==> config.mk <==
export PLATFORM = sky130hd
export DESIGN_NAME = lfsr_fcs
export DESIGN_NICKNAME = d
export VERILOG_FILES = /design/src/rtl/lfsr_fcs_pkg.sv /design/src/rtl/lfsr_fcs_ctrl.sv /design/src/rtl/lfsr_fcs_dp.sv /design/src/rtl/lfsr_fcs.sv
export SDC_FILE = /design/constraint.sdc
export NUM_CORES = 1
export LEC_CHECK = 0
export BUFFER_PORTS_ARGS = -buffer_cell sky130_fd_sc_hd__clkbuf_2
export CAP_MARGIN = 20
export CORE_AREA = 5 5 42 44
export CTS_BUF_LIST = sky130_fd_sc_hd__clkbuf_4 sky130_fd_sc_hd__clkbuf_8 sky130_fd_sc_hd__clkbuf_16
export CTS_CLUSTER_DIAMETER = 40
export CTS_CLUSTER_SIZE = 28
export DETAILED_ROUTE_END_ITERATION = 16
export DIE_AREA = 0 0 47 49
export PLACE_DENSITY_LB_ADDON = 0.05
export SLEW_MARGIN = 15
export SYNTH_ARGS = -nofsm -noshare
export SYNTH_HDL_FRONTEND = slang
export SYNTH_SLANG_ARGS = --single-unit
==> constraint.sdc <==
create_clock -name clk -period 2.35 [get_ports clk]
set_input_delay 0.47 -clock clk [delete_from_list [all_inputs] [get_ports clk]]
set_output_delay 0.47 -clock clk [all_outputs]
set_load 0.03 [all_outputs]
==> src/rtl/lfsr_fcs_pkg.sv <==
package lfsr_fcs_pkg;
  // strobes from the frame sequencer to the shift datapath
  typedef struct packed {
    logic clear;   // start of frame: wipe register and error
    logic shift;   // take one serial bit this cycle
    logic zeroIn;  // substitute a zero for the serial bit
    logic last;    // this shift is the final one of the frame
  } fcsStrobe_t;
endpackage

==> src/rtl/lfsr_fcs_ctrl.sv <==
module lfsr_fcs_ctrl
  import lfsr_fcs_pkg::*;
#(
  parameter int FRAME_BITS = 15,
  parameter int MSG_BITS   = 11
) (
  input  logic       clk,
  input  logic       rstN,
  input  logic       bitValid,
  input  logic       frameStart,
  input  logic       checkMode,
  output fcsStrobe_t strb,
  output logic       checkActive,
  output logic       frameDone
);
  localparam int CNT_W = $clog2(FRAME_BITS + 1);
  localparam logic [CNT_W-1:0] FRAME_CNT = CNT_W'(FRAME_BITS);
  localparam logic [CNT_W-1:0] LAST_CNT  = CNT_W'(FRAME_BITS - 1);
  localparam logic [CNT_W-1:0] MSG_CNT   = CNT_W'(MSG_BITS);

  logic [CNT_W-1:0] bitCnt;
  logic             modeQ;
  logic             doneQ;

  always_comb begin
    strb.clear  = frameStart;
    strb.shift  = !frameStart && bitValid && (bitCnt < FRAME_CNT);
    strb.zeroIn = !modeQ && (bitCnt >= MSG_CNT);
    strb.last   = strb.shift && (bitCnt == LAST_CNT);
  end

  always_ff @(posedge clk) begin
    if (!rstN) begin
      bitCnt <= '0;
      modeQ  <= 1'b0;
      doneQ  <= 1'b0;
    end else begin
      doneQ <= strb.last;
      if (frameStart) begin
        bitCnt <= '0;
        modeQ  <= checkMode;
      end else if (strb.shift) begin
        bitCnt <= bitCnt + 1'b1;
      end
    end
  end

  assign checkActive = modeQ;
  assign frameDone   = doneQ;
endmodule

==> src/rtl/lfsr_fcs_dp.sv <==
module lfsr_fcs_dp
  import lfsr_fcs_pkg::*;
#(
  parameter int               WIDTH = 4,
  parameter logic [WIDTH-1:0] TAPS  = 4'b0011
) (
  input  logic             clk,
  input  logic             rstN,
  input  fcsStrobe_t       strb,
  input  logic             bitIn,
  input  logic             checkActive,
  output logic [WIDTH-1:0] remainder,
  output logic             frameError
);
  logic [WIDTH-1:0] regQ;
  logic [WIDTH-1:0] regNext;
  logic             dataBit;
  logic             topBit;
  logic             errQ;

  assign dataBit = bitIn & ~strb.zeroIn;
  assign topBit  = regQ[WIDTH-1];

  // one stage per register bit; a tap adds the top bit into that stage
  for (genvar i = 0; i < WIDTH; i++) begin : g_stage
    if (i == 0) begin : g_first
      assign regNext[i] = dataBit ^ (TAPS[i] & topBit);
    end else begin : g_rest
      assign regNext[i] = regQ[i-1] ^ (TAPS[i] & topBit);
    end
  end

  always_ff @(posedge clk) begin
    if (!rstN) begin
      regQ <= '0;
      errQ <= 1'b0;
    end else if (strb.clear) begin
      regQ <= '0;
      errQ <= 1'b0;
    end else if (strb.shift) begin
      regQ <= regNext;
      if (strb.last && checkActive) errQ <= |regNext;
    end
  end

  assign remainder  = regQ;
  assign frameError = errQ;
endmodule

==> src/rtl/lfsr_fcs.sv <==
module lfsr_fcs
  import lfsr_fcs_pkg::*;
#(
  parameter int               WIDTH    = 4,
  parameter logic [WIDTH-1:0] TAPS     = 4'b0011,
  parameter int               MSG_BITS = 11
) (
  input  logic             clk,
  input  logic             rstN,
  input  logic             bitValid,
  input  logic             bitIn,
  input  logic             frameStart,
  input  logic             checkMode,
  output logic [WIDTH-1:0] remainder,
  output logic             frameDone,
  output logic             frameError
);
  localparam int FRAME_BITS = (1 << WIDTH) - 1;

  fcsStrobe_t strb;
  logic       checkActive;

  lfsr_fcs_ctrl #(.FRAME_BITS(FRAME_BITS), .MSG_BITS(MSG_BITS)) ctrl_i (
    .clk(clk), .rstN(rstN), .bitValid(bitValid), .frameStart(frameStart),
    .checkMode(checkMode), .strb(strb), .checkActive(checkActive),
    .frameDone(frameDone)
  );

  lfsr_fcs_dp #(.WIDTH(WIDTH), .TAPS(TAPS)) dp_i (
    .clk(clk), .rstN(rstN), .strb(strb), .bitIn(bitIn),
    .checkActive(checkActive), .remainder(remainder), .frameError(frameError)
  );
endmodule

# --- Word-level counts from Yosys, hierarchy flattened ---
# Cells that the tools add are included.
word_totals:
  ff_bits: 11
  input_bits: 6
  out_inout_bits: 6
  elab_cells: 24
classes:
  n_addsub: 1
  n_lt_le_gt_ge: 2
  eq_ne: 1
  bitwise: 5
  n_reduce_logical: 10
ops:
  columns: ["cell", "n"]
  rows:
  - ["$logic_and 1x1->1", 5]
  - ["$add 4x1->4 const B", 1]
  - ["$eq 4x4->1 const B", 1]
  - ["$ge 4x4->1 const B", 1]
  - ["$lt 4x4->1 const B", 1]
  - ["$reduce_or 4->1", 1]
  - ["$logic_not 1->1", 2]
  - ["$not 1->1", 2]
  - ["$reduce_and 2->1", 1]
  - ["$reduce_or 2->1", 1]
  - ["$xor 1x1->1", 2]
  - ["$and 1x1->1", 1]

# --- Depth between registers and ports, before layout ---
# Gate-level depths: netlist of the first run.
depth:
  ltp_word: 6
  mapped_depth: 6
  ltp_nobuf: 6

# --- Modules after synthesis ---
# From an unflattened synthesis of the first run, not the netlist that was laid out.
hier_totals:
  hier_cells: 57
  area_unflattened_um2: 553.0
by_module_without_submodules:
  columns: ["module", "n_inst", "cells_each", "area_each_um2", "seq_area_each_um2"]
  rows:
  - ["lfsr_fcs_ctrl", 1, 33, 320.3, 120.1]
  - ["lfsr_fcs_dp", 1, 24, 232.7, 100.1]

# --- Worst setup path before layout of the first run ---
# OpenSTA, ideal clock, no wires.
synth_timing:
  path_type: "flip-flop to flip-flop"
  start: "register ctrl_i.bitCnt[0]"
  end: "register dp_i.regQ[3] (netlist: dp_i.remainder[3])"
  setup_time_ns: 0.130
  t_arrival_ns: 1.106
  t_required_ns: 2.220
  setup_slack_ns: 1.114
  path_stages_with_launch: 7
  path_buffers: 1
  synth_period_minus_slack_ns: 1.236
  path_cell_list: "dfxtp_1 ha_1 nand3_2 and2_4 buf_6 mux2i_1 nor2_1"
synth_via:
  elab_chain_cells: 2
synth_lines:
  columns: ["item", "line", "text"]
  rows:
  - ["start, declared", "lfsr_fcs_ctrl.sv:21", "logic [CNT_W-1:0] bitCnt;"]
  - ["start signal, assigned", "lfsr_fcs_ctrl.sv:43", "bitCnt <= bitCnt + 1'b1;"]
  - ["$lt 4x4->1", "lfsr_fcs_ctrl.sv:27", "strb.shift = !frameStart && bitValid && (bitCnt < FRAME_CNT);"]
  - ["$logic_and 1x1->1", "lfsr_fcs_ctrl.sv:27", null]
  - ["end signal, assigned", "lfsr_fcs_dp.sv:41", "regQ <= regNext;"]
  - ["end, declared", "lfsr_fcs_dp.sv:15", "logic [WIDTH-1:0] regQ;"]
# Every way passes these cells.
# A chain may end at the register's enable or synchronous reset.

# --- Worst setup path after layout of the first run ---
layout_timing:
  start: "register dp_i.regQ[3] (netlist: dp_i.remainder[3])"
  end: "output port remainder[3]"
layout_rtl:
  columns: ["item", "line", "text"]
  rows:
  - ["end, declared", "lfsr_fcs.sv:14", "output logic [WIDTH-1:0] remainder,"]
# No word-level cell between the ends.

==> flow_summary.ini, run 1 <==
[run_status]
status = finished, final reports clean

[cells_and_area]
drive_above_1_share_pct = 30.3
fillers = 148
area_growth_pct = 14.4
fin_util_pct = 42.7
diodes = 0
fin_cells = 82
nNetsFinal = 75
stdcell_area_sq_um = 598

[synth]
ys_ff_latch = 11
synthCells = 55
synth_edf_count = 0
netlist_area_sq_um = 523
syn_avg_cell_area_sq_um = 9.51
ys.flop_type = dfxtp_1
synthArstFlopShare_pct = 0
syn_nets = 63
ys_seq_area_share_pct = 42.1
synth_cell_type_count = 23
ys_warn_count = 0

[timing]
worstMarginPinSlew_ns = 0.425
max_freq_ghz = 0.731
setup_slack_ns = 0.983
fin_skew_ns = 0.00258
setup_violations = 0
slew_headroom_pct = 71.7
period_share_pct = 58.2
timing_hold_violations_final = 0
tns_ns = 0
report.final.slew_viol_count = 0
grt_setup_unrepaired = false
period_needed_ns = 1.37

[cts]
clockBufferDepth = 2
cts_buffers = 3
clk_pin_slew_ns = 0.07
cts_tree = built
post_cts_buffers = 0
insertion_delay_ns = 0.26
htreeDepth = 1
cts_hold_buf = 0
cts-root-buf = clkbuf_4
cts.sinks = 11
ctsResizeCount = 0

[die]
die_h_um = 49
row_count = 14
core_area_sq_mm = 0.00140
dieWidth_um = 47
start_util_pct = 37.3
ios = 12
die-area_sq_mm = 0.00230

[worst_setup_path]
critical_path_arrival_ns = 0.90
crit_required_ns = 1.88
slowest_delay_ns = 0.40
crit_type = flop to primary output
reg2reg_from = ctrl_i.bitCnt[0]
rrSetupSlack_ns = 0.99
r2r_cells = 5
crit_chain = clkbuf_2
crit_cells = 1
cp_top_family = flip-flops
crit_path_start_kind = flop
cp_max_fo = 4
worst_r2r_endpoint = dp_i.frameError
crit_buf_inv = 1
crit_path_end_kind = primary output
crit_path_start = dp_i.remainder[3]
crit_slowest_cell = dfxtp_1
crit_path_end = remainder[3]

[detailed_routing]
avgRoutedWirePerCell_um = 10.8
first_iter_violations = 8
drtAntennaViolNets = 0
wirelength_um = 887
vias = 387
vias_per_cell = 4.72
drc = 0
first_pass_iters = 4

[global_routing]
grt-ovfl-total = 0
grt_use_total_pct = 9.53
grt_pass1_wl_mm = 1.60
antenna_found_initial = 0
grt_pass1_vias = 379
grt_max_degree = 11

[placement]
dp_cells = 78
io_buffers = 11
dpl_worst_slack_ns = 0.967
place.gp.congestion = 0.704
hpwlAfterDp_um = 692
placed_area_sq_um = 568

[power]
leakage_nw = 0.264
power_density_mw_per_mm2 = 597
irDropWorstVdd_mv = 0.260

[job]
cap_violations = 0

[worst_hold_path]
hp-class = primary input to flop
-- cells in the final DEF (no fill, tap or decap), types with 2 or more instances in the layout --
cell type	synthesis	routed
dfxtp_1	11	11
clkbuf_2	0	11
nor2_1	9	9
xor2_1	4	4
clkbuf_4	0	4
nand2b_1	3	3
nor3_1	3	3
mux2i_1	3	3
nand2_1	2	2
nand3_1	2	2
a211oi_2	2	2
ha_1	2	2
-- metal layers --
layer  vias up  global-route usage (%)  wire length [um]
li1        206                       -                 -
met1       170                    12.4               412
met2         9                    13.8               417
met3         2                    3.32                48
met4         0                    4.15                 8
met5         -                       0                 0
-- cell type report --
class / count / area [sq um] / area share [%]
repair buffers: 11 / 55.1 / 9.21
well taps: 16 / 20.0 / 3.35
multi-input cells: 39 / 269 / 45.0
flip-flops and latches: 11 / 220 / 36.8
inverters: 1 / 3.75 / 0.628
clock buffers: 4 / 30.0 / 5.02
-- worst min path at each step --
| stage | from | end | slack, ns | cells after the start |
|---|---|---|---|---|
| after floorplan | ctrl_i.checkActive | ctrl_i.checkActive | 0.47 | 2 |
| final | checkMode | ctrl_i.checkActive | 0.45 | 3 |
| after detailed placement | ctrl_i.checkActive | ctrl_i.checkActive | 0.52 | 2 |
| after global placement | ctrl_i.checkActive | ctrl_i.checkActive | 0.51 | 2 |
| after global routing | rstN | ctrl_i.checkActive | 0.47 | 2 |
| after CTS | checkMode | ctrl_i.checkActive | 0.44 | 3 |
-- cell usage after synthesis (2+ instances only) --
| cell type | instances | area share, % |
|---|---|---|
| a211oi_2 | 2 | 4.8 |
| buf_4 | 2 | 2.9 |
| dfxtp_1 | 11 | 42 |
| ha_1 | 2 | 4.8 |
| mux2i_1 | 3 | 5.7 |
| nand2_1 | 2 | 1.4 |
| nand2b_1 | 3 | 3.6 |
| nand3_1 | 2 | 1.9 |
| nor2_1 | 9 | 6.5 |
| nor3_1 | 3 | 2.9 |
| xor2_1 | 4 | 6.7 |
-- logic make-up (layout without fill, tap and decap cells) --
group	count (synthesis)	count (layout)	synth area share, %
and+or+nand+nor	23	23	22.7
DFF	11	11	42.1
AOI/OAI and AO/OA	6	6	9.81
xor gates and xnor gates	5	5	8.37
buffers and inverters	5	16	6.46
muxes	3	3	5.74
adders and majority gates	2	2	4.78
-- sequential cells by signal, summed over array words and instances (netlist names) --
register	cells
ctrl_i.frameDone	1
ctrl_i.checkActive	1
ctrl_i.bitCnt	4
dp_i.frameError	1
dp_i.remainder	4
-- per-stage QoR --
step	total power [mW]	hold slack, ns
after floorplan	0.219	0.474
after global placement	0.227	0.513
after detailed placement	0.226	0.518
after CTS	0.366	0.437
after global routing	0.378	0.470
final	0.357	0.446
-- power by group --
part           switching [mW]  internal (mW)
logic                  0.0160         0.0129
clock network          0.0580         0.0770
registers             0.00291          0.190
total                  0.0769          0.280
Power figures use the tool's default switching activity.
==> run 2: changes to the inputs <==
==> constraint.sdc (replaced) <==
create_clock -name clk -period 1.2 [get_ports clk]
set_input_delay 0.24 -clock clk [delete_from_list [all_inputs] [get_ports clk]]
set_output_delay 0.24 -clock clk [all_outputs]
set_load 0.03 [all_outputs]
==> flow_summary.ini, run 2 (same netlist as run 1, synthesis figures left out) <==
[timing]
timing_hold_violations_final = 0
setup_violations = 0
max_freq_ghz = 0.855
period_share_pct = 97.5
slew_headroom_pct = 85.6
fin_skew_ns = 0.00725
worstMarginPinSlew_ns = 0.216
fin_hold_ws_ns = 0.224
tns_ns = 0
period_needed_ns = 1.17
setup_slack_ns = 0.0300
grt_setup_unrepaired = true
report.final.slew_viol_count = 0

[power]
pwr-share-comb_pct = 9.0
leakage_nw = 0.275
p_int_uw = 551
seqPwrFrac_pct = 53.0
switching_share_pct = 22.4
irDropWorstVdd_mv = 0.661
pwr-share-clk_pct = 38.0
power_density_mw_per_mm2 = 1100
switching_power_uw = 159
power.total_uw = 710

[cells_and_area]
final_cell_mix = clkbuf_2, nor2_1, dfxtp_1
fin_util_pct = 46.1
diodes = 0
nNetsFinal = 77
area_growth_pct = 23.4
layout_commonest_cell = clkbuf_2
fillers = 144
drive_above_1_share_pct = 42.6

[worst_setup_path]
cp_max_fo = 8
critical_path_arrival_ns = 1.32
slowest_delay_ns = 0.36
crit_chain = ha_4 > nand3_2 > and2_4 > mux2i_1 > nor2_1
cp_top_family = flip-flops
crit_type = flop to flop
crit_slowest_cell = dfxtp_4
reg2reg_from = ctrl_i.bitCnt[0]
crit_required_ns = 1.35
crit_path_start_kind = flop
crit_path_end_kind = flop
crit_path_start = ctrl_i.bitCnt[0]
crit_buf_inv = 0

[worst_hold_path]
hp-class = primary input to flop
hp-start = checkMode

[cts]
clockBufferDepth = 2
cts.sinks = 11
insertion_delay_ns = 0.26
post_cts_buffers = 0
cts_buffers = 3
cts_hold_buf = 0
cts_tree = built
htreeDepth = 1
cts-root-buf = clkbuf_4
clk_pin_slew_ns = 0.07

[die]
ios = 12
row_count = 14
die_h_um = 49
die-area_sq_mm = 0.00230
dieWidth_um = 47
start_util_pct = 37.3
core_area_sq_mm = 0.00140

[detailed_routing]
drc = 0
wirelength_um = 923
first_pass_iters = 2
vias_per_cell = 4.65
avgRoutedWirePerCell_um = 11.0
first_iter_violations = 1
drtAntennaViolNets = 0
vias = 391

[placement]
hpwlAfterDp_um = 728
place.gp.congestion = 0.752
io_buffers = 11
dpl_worst_slack_ns = -0.136

[global_routing]
grt-ovfl-total = 0
grt_pass1_wl_mm = 1.61
antenna_found_initial = 0
grt_use_total_pct = 9.45
grt_max_degree = 9
grt_pass1_vias = 385

[run_status]
status = finished, final reports clean

[job]
cap_violations = 0
## run 2: changes by cell type in the layout (fill, tap and decap cells not counted), sizes merged
cell	change
clkbuf	-1
buf	+3
## run 2: power groups by stage
stage	clock network, mW	registers (mW)	logic, mW
global placement	0	0.386	0.0631
CTS	0.283	0.378	0.0649
global route	0.303	0.378	0.0706
detailed placement	0	0.387	0.0627
floorplan	0	0.389	0.0419
finish	0.270	0.376	0.0639
## run 2: worst reg2reg max path: cells and delay by family (launching register included)
| family | cells | cell delay [ns] |
|---|---|---|
| DFF | 1 | 0.36 |
| and+or+nand+nor | 3 | 0.34 |
| muxes | 1 | 0.20 |
| adders and majority gates | 1 | 0.17 |
## run 2: worst paths after layout
path / to / slack [ns] / cells after the start
worst max register to register: dp_i.remainder[2] / 0.03 / 5
worst max-delay path: dp_i.remainder[2] / 0.03 / 5
worst min register to register: dp_i.frameError / 0.53 / 2
worst min-delay path: ctrl_i.checkActive / 0.22 / 3
## run 2: layout make-up
cell class	instances	area [sq um]	area share, %
inverter	1	3.75	0.581
clock buffer	4	30.0	4.65
multi-input combinational	39	293	45.3
tap	16	20.0	3.10
timing repair buffer	13	70.1	10.9
sequential	11	229	35.5
## run 2: routing by layer
layer | vias to the layer above | GRT usage (%) | wire length, um
met1 | 173 | 11.9 | 424
met4 | 0 | 4.15 | 8
met3 | 2 | 3.69 | 44
li1 | 209 | - | -
met2 | 7 | 13.8 | 446
met5 | - | 0 | 0
## run 2: per-stage QoR
stage,cell area (sq um),instances
floorplan,528,55
global placement,588,80
detailed placement,588,80
CTS,642,84
global route,646,84
finish,646,84
## run 2: timing repair
action	4_1_cts	5_1_grt
setup endpoints to repair	2	6
pin swaps	4	3
gates resized for setup	6	3
==> run 3: changes to the inputs <==
==> constraint.sdc (replaced) <==
create_clock -name clk -period 1.2 [get_ports clk]
set_input_delay 0.24 -clock clk [delete_from_list [all_inputs] [get_ports clk]]
set_output_delay 0.24 -clock clk [all_outputs]
set_load 0.01 [all_outputs]
==> flow_summary.ini, run 3 (same netlist as run 1, synthesis figures left out) <==
[die]
row_count = 14
die_h_um = 49
dieWidth_um = 47
core_area_sq_mm = 0.00140
die-area_sq_mm = 0.00230
start_util_pct = 37.3
ios = 12

[global_routing]
top_usage_layer = met2
grt_max_degree = 9
antenna_found_initial = 0
met2_usage_pct = 13.8
globalRouteMet1Util_pct = 11.9
grt_pass1_vias = 385
grt_pass1_wl_mm = 1.61
use_met3_pct = 3.69
grt-ovfl-total = 0
grt_use_total_pct = 9.45

[detailed_routing]
vias = 390
first_iter_violations = 1
avgRoutedWirePerCell_um = 11.1
vias_per_cell = 4.64
drc = 0
drtAntennaViolNets = 0
wirelength_um = 929
first_pass_iters = 2

[cts]
cts_buffers = 3
post_cts_buffers = 0
cts.sinks = 11
insertion_delay_ns = 0.26
clk_pin_slew_ns = 0.07
cts_tree = built
htreeDepth = 1
clockBufferDepth = 2
cts-root-buf = clkbuf_4

[worst_setup_path]
crit_required_ns = 1.35
crit_path_start_kind = flop
r2r_cells = 5
crit_chain = ha_4 > nand3_2 > and2_4 > mux2i_1 > nor2_1
crit_path_start = ctrl_i.bitCnt[0]
cp_max_fo = 8
crit_path_end_kind = flop
rrSetupSlack_ns = 0.03
reg2reg_from = ctrl_i.bitCnt[0]
crit_slowest_cell = dfxtp_4
crit_type = flop to flop
worst_r2r_endpoint = dp_i.remainder[2]
crit_path_end = dp_i.remainder[2]
slowest_delay_ns = 0.36
critical_path_arrival_ns = 1.32

[timing]
grt_setup_unrepaired = true
max_freq_ghz = 0.855
period_needed_ns = 1.17
timing_hold_violations_final = 0
slew_headroom_pct = 85.6
worstMarginPinSlew_ns = 0.216
tns_ns = 0
fin_skew_ns = 0.00725
setup_violations = 0
report.final.slew_viol_count = 0
period_share_pct = 97.5

[cells_and_area]
area_growth_pct = 23.4
nNetsFinal = 77
drive_above_1_share_pct = 42.6
layout_commonest_cell = clkbuf_2
stdcell_area_sq_um = 646
diodes = 0
final_cell_mix = clkbuf_2, nor2_1, dfxtp_1
fin_cells = 84

[power]
leakage_nw = 0.274
irDropWorstVdd_mv = 0.661
pwr-share-clk_pct = 38.1
power_density_mw_per_mm2 = 1100
seqPwrFrac_pct = 53.2
p_int_uw = 551
switching_power_uw = 156
switching_share_pct = 22.1
pwr-share-comb_pct = 8.6

[placement]
dp_cells = 80
io_buffers = 11
placed_area_sq_um = 588
place.gp.congestion = 0.752
hpwlAfterDp_um = 728

[worst_hold_path]
hold_depth = 3
hp-class = primary input to flop

[run_status]
status = finished, final reports clean

[job]
cap_violations = 0
run 3: cell types whose count changed in the layout (fill, tap and decap cells not counted):
cell      previous run  this run
buf_2                1         0
clkbuf_2            10        11
run 3: layer usage:
layer  part of all wire, %  vias up
li1                      -      209
met1                    46      172
met2                    48        7
met3                   4.7        2
met4                  0.86        0
met5                     0        -
run 3: power groups by stage:
stage / clock network (mW) / registers [mW] / logic (mW)
finish: 0.270 / 0.376 / 0.0611
global route: 0.303 / 0.378 / 0.0677
CTS: 0.283 / 0.378 / 0.0621
detailed placement: 0 / 0.387 / 0.0598
global placement: 0 / 0.386 / 0.0602
floorplan: 0 / 0.386 / 0.0412
run 3: worst min path at each step:
stage,from,end,slack [ns]
2_1_floorplan,checkMode,ctrl_i.checkActive,0.39
3_3_place_gp,checkMode,ctrl_i.checkActive,0.48
3_5_place_dp,checkMode,ctrl_i.checkActive,0.50
4_1_cts,checkMode,ctrl_i.checkActive,0.22
5_1_grt,rstN,ctrl_i.checkActive,0.25
6_report,checkMode,ctrl_i.checkActive,0.22
run 3: per-stage QoR:
stage	total power, mW	util (%)	worst slack (ns)	hold slack (ns)
6_report	0.707	46.1	0.0300	0.224
5_1_grt	0.749	46.1	-0.0357	0.250
4_1_cts	0.723	45.8	0.0138	0.218
3_5_place_dp	0.446	42.0	-0.136	0.503
3_3_place_gp	0.447	42.0	-0.111	0.485
2_1_floorplan	0.428	-	0.0116	0.387
run 3: what timing repair did:
item                       4_1_cts  5_1_grt
setup endpoints to repair        2        5
pin swaps                        4        3
gates resized for setup          6        2
hold buffers                     0        0
hold endpoints to repair         0        0
run 3: worst max-delay path, delay by kind of cell (launching register included):
kind,cells,cell delay [ns]
DFF,1,0.36
and+or+nand+nor,3,0.33
muxes,1,0.19
adders and majority gates,1,0.17
run 3: layout make-up:
class,count,area (sq um)
fill,144,756
multi-input combinational,39,293
sequential,11,229
timing repair buffer,13,70.1
clock buffer,4,30.0
tap,16,20.0
inverter,1,3.75
